===== src/rtl/tcal_pkg.sv =====
package tcal_pkg;

    localparam int DW        = 32;
    localparam int RAW_W     = 16;
    localparam int CODE_W    = 12;
    localparam int SLOTS     = 4;
    localparam int NSENS     = 5;
    localparam int OFFS_W    = 9;
    localparam int GAIN_W    = 10;
    localparam int SLOPE_W   = 7;
    localparam int DEGC_W    = 6;
    localparam int FRAC_BITS = 3;

    localparam int SEL_W  = $clog2(NSENS);
    localparam int CNT_W  = $clog2(SLOTS + 1);
    localparam int SIDX_W = $clog2(SLOTS);

    localparam int CODE_MASK = (1 << CODE_W) - 1;

    localparam logic [DW-1:0]        SCALE_SEED = 32'd203450520 << FRAC_BITS;
    localparam logic signed [DW-1:0] SLOPE_BASE = 32'sd165;
    localparam logic signed [DW-1:0] GAIN_BASE  = 32'sd10000;
    localparam logic signed [DW-1:0] OFFS_BIAS  = 32'sd3350;
    localparam logic signed [DW-1:0] DEGC_MUL   = 32'sd500;
    localparam logic signed [DW-1:0] CEIL_MC    = 32'sd200000;
    localparam logic signed [DW-1:0] FLOOR_MC   = {1'b1, {(DW-1){1'b0}}};

    typedef enum logic [2:0] {
        ST_IDLE,
        ST_DIV_SLOPE,
        ST_DIV_GAIN,
        ST_SCAN
    } tcal_state_e;

    typedef struct packed {
        logic [GAIN_W-1:0]         gain;
        logic signed [SLOPE_W-1:0] slope;
        logic [DEGC_W-1:0]         degc;
    } tcal_cal_t;

    function automatic logic signed [DW-1:0] drop_bogus(input logic signed [DW-1:0] v);
        return (v > CEIL_MC) ? '0 : v;
    endfunction

    function automatic logic signed [DW-1:0] smax(input logic signed [DW-1:0] a,
                                                  input logic signed [DW-1:0] b);
        return (b > a) ? b : a;
    endfunction

    function automatic logic [CNT_W-1:0] clamp_cnt(input logic [CNT_W-1:0] c);
        return (c > CNT_W'(SLOTS)) ? CNT_W'(SLOTS) : c;
    endfunction

endpackage


===== src/rtl/tcal_divider.sv =====
module tcal_divider #(
    parameter int W = 32
) (
    input  logic         clk,
    input  logic         rst,
    input  logic         go_i,
    input  logic [W-1:0] dividend_i,
    input  logic [W-1:0] divisor_i,
    output logic [W-1:0] quot_o,
    output logic         done_o
);
    localparam int CW = $clog2(W);

    logic [W:0]    rem_q;
    logic [W-1:0]  quo_q;
    logic [W-1:0]  dvd_q;
    logic [W-1:0]  dvs_q;
    logic [CW-1:0] cnt_q;
    logic          run_q;
    logic          done_q;

    logic [W:0] rem_sh;
    logic [W:0] trial;
    logic       fits;

    always_comb begin
        rem_sh = {rem_q[W-1:0], quo_q[W-1]};
        trial  = rem_sh - {1'b0, dvs_q};
        fits   = ~trial[W];
    end

    always_ff @(posedge clk) begin
        if (rst) begin
            rem_q  <= '0;
            quo_q  <= '0;
            dvd_q  <= '0;
            dvs_q  <= '0;
            cnt_q  <= '0;
            run_q  <= 1'b0;
            done_q <= 1'b0;
        end else begin
            done_q <= 1'b0;
            if (go_i) begin
                rem_q <= '0;
                quo_q <= dividend_i;
                dvd_q <= dividend_i;
                dvs_q <= divisor_i;
                cnt_q <= '0;
                run_q <= 1'b1;
            end else if (run_q) begin
                rem_q <= fits ? trial : rem_sh;
                quo_q <= {quo_q[W-2:0], fits};
                cnt_q <= cnt_q + 1'b1;
                if (cnt_q == CW'(W - 1)) begin
                    run_q  <= 1'b0;
                    done_q <= 1'b1;
                end
            end
        end
    end

    assign quot_o = quo_q;
    assign done_o = done_q;


    quot_exact_chk: assert property (@(posedge clk) disable iff (rst)
        done_q |-> ((64'(quo_q) * 64'(dvs_q) <= 64'(dvd_q)) &&
                    (64'(dvd_q) < (64'(quo_q) + 64'd1) * 64'(dvs_q))));


    nonzero_den_chk: assert property (@(posedge clk) disable iff (rst)
        go_i |-> (divisor_i != '0));


    no_restart_chk: assert property (@(posedge clk) disable iff (rst)
        go_i |-> !run_q);

endmodule


===== src/rtl/tcal_conv.sv =====
module tcal_conv
    import tcal_pkg::*;
(
    input  logic [RAW_W-1:0]     raw_i,
    input  logic [OFFS_W-1:0]    offs_i,
    input  logic [DEGC_W-1:0]    degc_i,
    input  logic signed [DW-1:0] scale_i,
    output logic signed [DW-1:0] mc_o
);
    logic signed [DW-1:0] code;
    logic signed [DW-1:0] offs;
    logic signed [DW-1:0] delta;
    logic signed [DW-1:0] prod;
    logic signed [DW-1:0] scaled;
    logic signed [DW-1:0] base;
    logic signed [DW-1:0] value;

    always_comb begin
        code   = DW'(raw_i & RAW_W'(CODE_MASK));
        offs   = DW'(offs_i);
        delta  = code - offs - OFFS_BIAS;
        prod   = scale_i * delta;
        scaled = prod >>> FRAC_BITS;
        base   = DW'(degc_i) * DEGC_MUL;
        value  = base - scaled;
        mc_o   = drop_bogus(value);
    end

endmodule


===== src/rtl/tcal_bank_max.sv =====
module tcal_bank_max
    import tcal_pkg::*;
(
    input  logic                      clk,
    input  logic                      rst,
    input  logic                      start_i,
    input  logic [2:0]                slot_cnt_i,
    input  logic [63:0]               raw_i,
    input  logic [11:0]               sel_i,
    input  logic [44:0]               offs_i,
    input  logic [9:0]                gain_i,
    input  logic signed [6:0]         slope_i,
    input  logic [5:0]                degc_i,
    output logic signed [31:0]        max_o,
    output logic                      done_o
);
    logic [RAW_W-1:0]  raw_w  [SLOTS];
    logic [SEL_W-1:0]  sel_w  [SLOTS];
    logic [OFFS_W-1:0] offs_w [NSENS];

    genvar g;
    generate
        for (g = 0; g < SLOTS; g++) begin : g_slot
            assign raw_w[g] = raw_i[g*RAW_W +: RAW_W];
            assign sel_w[g] = sel_i[g*SEL_W +: SEL_W];
        end
        for (g = 0; g < NSENS; g++) begin : g_sens
            assign offs_w[g] = offs_i[g*OFFS_W +: OFFS_W];
        end
    endgenerate

    tcal_state_e          state_q;
    tcal_cal_t            cal_q;
    logic [RAW_W-1:0]     raw_q  [SLOTS];
    logic [SEL_W-1:0]     sel_q  [SLOTS];
    logic [OFFS_W-1:0]    offs_q [NSENS];
    logic [CNT_W-1:0]     n_q;
    logic [CNT_W-1:0]     idx_q;
    logic signed [DW-1:0] scale_q;
    logic signed [DW-1:0] acc_q;
    logic signed [DW-1:0] max_q;
    logic                 go_q;
    logic                 done_q;

    logic [DW-1:0]        div_num;
    logic [DW-1:0]        div_den;
    logic [DW-1:0]        div_quot;
    logic                 div_done;

    logic signed [DW-1:0] slope_ext;
    logic [SIDX_W-1:0]    slot;
    logic [SEL_W-1:0]     slot_sel;
    logic [OFFS_W-1:0]    slot_offs;
    logic signed [DW-1:0] slot_mc;

    always_comb begin
        slope_ext = {{(DW-SLOPE_W){cal_q.slope[SLOPE_W-1]}}, cal_q.slope};
        if (state_q == ST_DIV_GAIN) begin
            div_num = div_quot;
            div_den = GAIN_BASE + DW'(cal_q.gain);
        end else begin
            div_num = SCALE_SEED;
            div_den = SLOPE_BASE + slope_ext;
        end
    end

    tcal_divider #(.W(DW)) i_div (
        .clk        (clk),
        .rst        (rst),
        .go_i       (go_q),
        .dividend_i (div_num),
        .divisor_i  (div_den),
        .quot_o     (div_quot),
        .done_o     (div_done)
    );

    always_comb begin
        slot      = idx_q[SIDX_W-1:0];
        slot_sel  = sel_q[slot];
        slot_offs = (slot_sel < SEL_W'(NSENS)) ? offs_q[slot_sel] : offs_q[0];
    end

    tcal_conv i_conv (
        .raw_i   (raw_q[slot]),
        .offs_i  (slot_offs),
        .degc_i  (cal_q.degc),
        .scale_i (scale_q),
        .mc_o    (slot_mc)
    );

    always_ff @(posedge clk) begin
        if (rst) begin
            state_q <= ST_IDLE;
            cal_q   <= '0;
            n_q     <= '0;
            idx_q   <= '0;
            scale_q <= '0;
            acc_q   <= FLOOR_MC;
            max_q   <= '0;
            go_q    <= 1'b0;
            done_q  <= 1'b0;
            for (int i = 0; i < SLOTS; i++) begin
                raw_q[i] <= '0;
                sel_q[i] <= '0;
            end
            for (int i = 0; i < NSENS; i++) begin
                offs_q[i] <= '0;
            end
        end else begin
            go_q   <= 1'b0;
            done_q <= 1'b0;
            unique case (state_q)
                ST_IDLE: begin
                    if (start_i) begin
                        cal_q.gain  <= gain_i;
                        cal_q.slope <= slope_i;
                        cal_q.degc  <= degc_i;
                        n_q         <= clamp_cnt(slot_cnt_i);
                        for (int i = 0; i < SLOTS; i++) begin
                            raw_q[i] <= raw_w[i];
                            sel_q[i] <= sel_w[i];
                        end
                        for (int i = 0; i < NSENS; i++) begin
                            offs_q[i] <= offs_w[i];
                        end
                        go_q    <= 1'b1;
                        state_q <= ST_DIV_SLOPE;
                    end
                end
                ST_DIV_SLOPE: begin
                    if (div_done) begin
                        go_q    <= 1'b1;
                        state_q <= ST_DIV_GAIN;
                    end
                end
                ST_DIV_GAIN: begin
                    if (div_done) begin
                        scale_q <= div_quot;
                        idx_q   <= '0;
                        acc_q   <= FLOOR_MC;
                        state_q <= ST_SCAN;
                    end
                end
                ST_SCAN: begin
                    if (idx_q < n_q) begin
                        acc_q <= smax(acc_q, slot_mc);
                        idx_q <= idx_q + 1'b1;
                    end else begin
                        max_q   <= acc_q;
                        done_q  <= 1'b1;
                        state_q <= ST_IDLE;
                    end
                end
                default: state_q <= ST_IDLE;
            endcase
        end
    end

    assign max_o  = max_q;
    assign done_o = done_q;


    done_pulse_chk: assert property (@(posedge clk) disable iff (rst)
        done_q |=> !done_q);


    result_hold_chk: assert property (@(posedge clk) disable iff (rst)
        !done_q |-> $stable(max_q));


    ceiling_chk: assert property (@(posedge clk) disable iff (rst)
        max_q <= CEIL_MC);


    busy_start_chk: assert property (@(posedge clk) disable iff (rst)
        (state_q != ST_IDLE && start_i) |=> ($stable(n_q) && $stable(cal_q)));


    scan_bound_chk: assert property (@(posedge clk) disable iff (rst)
        (state_q == ST_SCAN) |-> (idx_q <= n_q && n_q <= CNT_W'(SLOTS)));


    slot_ceiling_chk: assert property (@(posedge clk) disable iff (rst)
        (state_q == ST_SCAN) |-> (slot_mc <= CEIL_MC));

endmodule


===== config.mk =====
export PLATFORM = sky130hd
export DESIGN_NAME = tcal_bank_max
export DESIGN_NICKNAME = d
export VERILOG_FILES = /design/src/rtl/tcal_pkg.sv /design/src/rtl/tcal_divider.sv /design/src/rtl/tcal_conv.sv /design/src/rtl/tcal_bank_max.sv
export SDC_FILE = /design/constraint.sdc
export NUM_CORES = 2
export LEC_CHECK = 0
export ABC_CLOCK_PERIOD_IN_PS = 15600
export CAP_MARGIN = 10
export CORE_ASPECT_RATIO = 1.2
export CORE_MARGIN = 10
export CORE_UTILIZATION = 40
export CTS_BUF_LIST = sky130_fd_sc_hd__clkbuf_8
export CTS_CLUSTER_DIAMETER = 80
export CTS_CLUSTER_SIZE = 16
export DETAILED_ROUTE_END_ITERATION = 6
export DONT_BUFFER_PORTS = 1
export MAX_ROUTING_LAYER = met4
export SLEW_MARGIN = 5
export SYNTH_ARGS = -nofsm -noshare
export SYNTH_HDL_FRONTEND = slang
export SYNTH_SLANG_ARGS = --single-unit

===== constraint.sdc =====
create_clock -name clk -period 15.6 [get_ports clk]
set_input_delay 3.12 -clock clk [delete_from_list [all_inputs] [get_ports clk]]
set_output_delay 3.12 -clock clk [all_outputs]
set_load 0.05 [all_outputs]

==> flow_summary.yaml <==
run:
  cap_viol_max_count: 0
power_and_ir_drop:
  p_leak_nw: 17.0
  p_int_mw: 3.17
  p_clk_share_pct: 6.1
  p_seq_share_pct: 15.8
  p_comb_share_pct: 78.0
  p_sw_mw: 3.47
  power_density_nw_per_um2: 181
  swShare_pct: 52.2
  vdd_drop_max_uv: 304
sta:
  finalWorstSetupSlack_ns: 0.822
  setup_tns_ns: 0
  fmax_mhz: 67.7
  finalCritPeriodShare_pct: 94.7
  drv_slew: 0
  worst_pin_slew_ns: 1.19
  min_period_ns: 14.78
  finalSetupViolCount: 0
  skew_ns: 0.0290
  slew_headroom_pct: 21.0
  hold_violations: 0
floorplan:
  ios: 183
  start_util_pct: 40.4
  die_area_um2: 96600
  die_x_um: 285
  core_um2: 83600
  row_count: 116
  die_height_um: 338
global_routing:
  antenna_found_initial: 10
  grt_overflow: 0
  grt_most_used_layer: "met2"
  gr-usage-met1_pct: 22.7
  gr-usage-met2_pct: 31.5
  grt_pass1_vias: 25432
  grt.total_usage_pct: 18.3
  grt_pass1_wl_um: 140000
  grt_max_degree: 131
  grtUsageMet3_pct: 1.73
placed_design:
  gp_congestion: 0.899
  place_worst_setup_slack_ns: 0.0325
  portBuffers: 0
  place_inst: 4935
  place_hpwl_um: 67500
drt:
  drc_errors: 0
  dr.first_iter.drc_count: 1359
  dr_total_vias: 24804
  viasPerCell: 4.97
  firstDrtPassIters: 6
  wire_per_inst_um: 17.2
  wl_um: 85900
  antenna_left: 0
cells_and_area:
  stdcell_count: 4995
  syn_to_final_growth_pct: 8.73
  fill_cells: 8371
  mostFrequentLayoutCell: "inv_1"
  regArea_um2: 7420
  final_cell_mix: "inv_1 (747), nand2_1 (519), fa_1 (420), ha_1 (249), and2_1 (241)"
  drive_gt1_share_pct: 8.25
  multiInputGateArea_um2: 23100
  nNetsFinal: 4683
clock_network:
  clk_path_buf_depth: 3
  htreeDepth: 1
  clkTransAtPathRegs_ns: 0.11
  root_buffer: "clkbuf_8"
  cts_made_buffers: 23
  clk_latency_ns: 0.60
  clock-sinks: 318
  cts_tree: "built"
  cts-hold-fix-buffers: 0
yosys:
  synth_ff_type: "dfxtp_1"
  netlist.area_leader.share_pct: 25.1
  synth.avg_cell_area_um2: 8.85
  ys_warn_count: 0
  synth_cell_type_count: 88
  ys_seq_area_share_pct: 21.9
  syn_nets: 4647
  ys_seq_elements: 318
  synth_enable_flop_cells: 105
  synth_top_area_cell: "fa_1"
  synth_area_um2: 33800
  synthCells: 3820
  synth.area.top_cells: "fa_1 (25%), dfxtp_1 (13%), ha_1 (9.4%), edfxtp_1 (9.3%), inv_1 (8.2%)"
  async_reset_ff_share_pct: 0
setup_path:
  crit_top_cell: "inv_1"
  cp.arrival_ns: 15.28
  max_stage_delay_ns: 0.55
  critPathRequiredTime_ns: 16.11
  cp-start-kind: "flop"
  cpMaxStageDelayCell: "fa_1"
  critPathCaptureType: "flop"
  critPathKind: "flop to flop"
  crit_fanout: 12
min_path:
  hold_path.class: "flop to flop"
outcome:
  status: "completed"
==> critical path: cells and delay by family, from the launching register on <==
family,cells,cell delay [ns]
flops,1,0.37
fa+ha+maj,12,4.83
compound gates,20,4.10
mux,2,0.69
buf+inv,14,1.60
simple gates,15,2.86
xor+xnor,1,0.20
==> registers in the layout, summed over array words and instances, names as in the netlist, 2 cells and up, named ones only <==
register      flops
raw_q            48
i_div.dvs_q      13
n_q               3
acc_q            31
i_div.rem_q      32
state_q           2
scale_q          32
idx_q             3
cal_q            23
offs_q           45
sel_q            12
i_div.cnt_q       5
i_div.quot_o     32
max_o            31
==> worst paths after layout <==
path	endpoint	cells past startpoint	startpoint	slack, ns
hold reg to reg	scale_q[14]	2	scale_q[14]	0.46
hold / removal	scale_q[14]	2	scale_q[14]	0.46
setup reg to reg	acc_q[1]	64	flop	0.82
setup / recovery	acc_q[1]	64	flop	0.82
==> power by group through the flow <==
stage	Combinational (mW)	Clock [mW]	Sequential, mW
5_1_grt	5.63	0.455	1.06
2_1_floorplan	2.83	0	1.05
3_5_place_dp	4.96	0	1.07
3_3_place_gp	4.91	0	1.07
6_report	5.18	0.407	1.05
4_1_cts	4.99	0.426	1.05
==> final cells by class <==
type	instances	area share, %
sequential	318	20.2
clock inverter	10	0.112
inverter	739	7.56
timing repair buffer	200	4.47
clock buffer	24	0.899
multi-input combinational	2574	62.9
tap	1121	3.82
antenna	9	0.0613
==> kinds of logic (layout without fill, tap and decap cells) <==
| logic type | count (synthesis) | after routing | share of synthesized area, % |
|---|---|---|---|
| multiplexers | 40 | 40 | 1.73 |
| AND/OR/NAND/NOR | 1182 | 1182 | 17.2 |
| XOR/XNOR | 156 | 156 | 4.25 |
| AO/OA/AOI/OAI | 519 | 519 | 10.1 |
| other | 0 | 9 | 0 |
| buffers and inverters | 928 | 973 | 10.4 |
| adder cells (fa/ha/maj) | 677 | 677 | 34.5 |
| flip-flops | 318 | 318 | 21.9 |
==> routing by layer <==
layer | wire, um | up-vias | part of all wire [%]
met3 | 3220 | 99 | 3.8
met4 | 2390 | 0 | 2.8
met2 | 43200 | 511 | 50
li1 | - | 12055 | -
met1 | 37100 | 12139 | 43
met5 | 0 | - | 0
==> timing repair <==
action / CTS / global route
pin swaps: 0 / 18
resized for setup: 1 / 46
setup buffers: 2 / 14
cloned: 0 / 1
setup endpoints to repair: 27 / 31
==> cells in the mapped netlist, types with 38 or more instances <==
cell type / number
clkbuf_1: 173
xnor2_1: 110
nand2_1: 519
o21ai_0: 88
edfxtp_1: 105
a21oi_1: 176
dfxtp_1: 213
ha_1: 254
nor2b_1: 86
a21o_1: 38
inv_1: 739
nor3_1: 52
fa_1: 423
nor2_1: 124
and2_1: 241
xor2_1: 40
==> stage by stage <==
step / area (um2) / hold slack [ns] / power [mW] / utilization, %
finish: 36700 / 0.459 / 6.64 / 44.0
global route: 36700 / 0.478 / 7.15 / 44.0
detailed placement: 36000 / 0.444 / 6.03 / 43.1
CTS: 36400 / 0.458 / 6.47 / 43.6
floorplan: 33800 / 0.432 / 3.88 / -
global placement: 36000 / 0.439 / 5.98 / 43.1
Power figures use the tool's default switching activity.
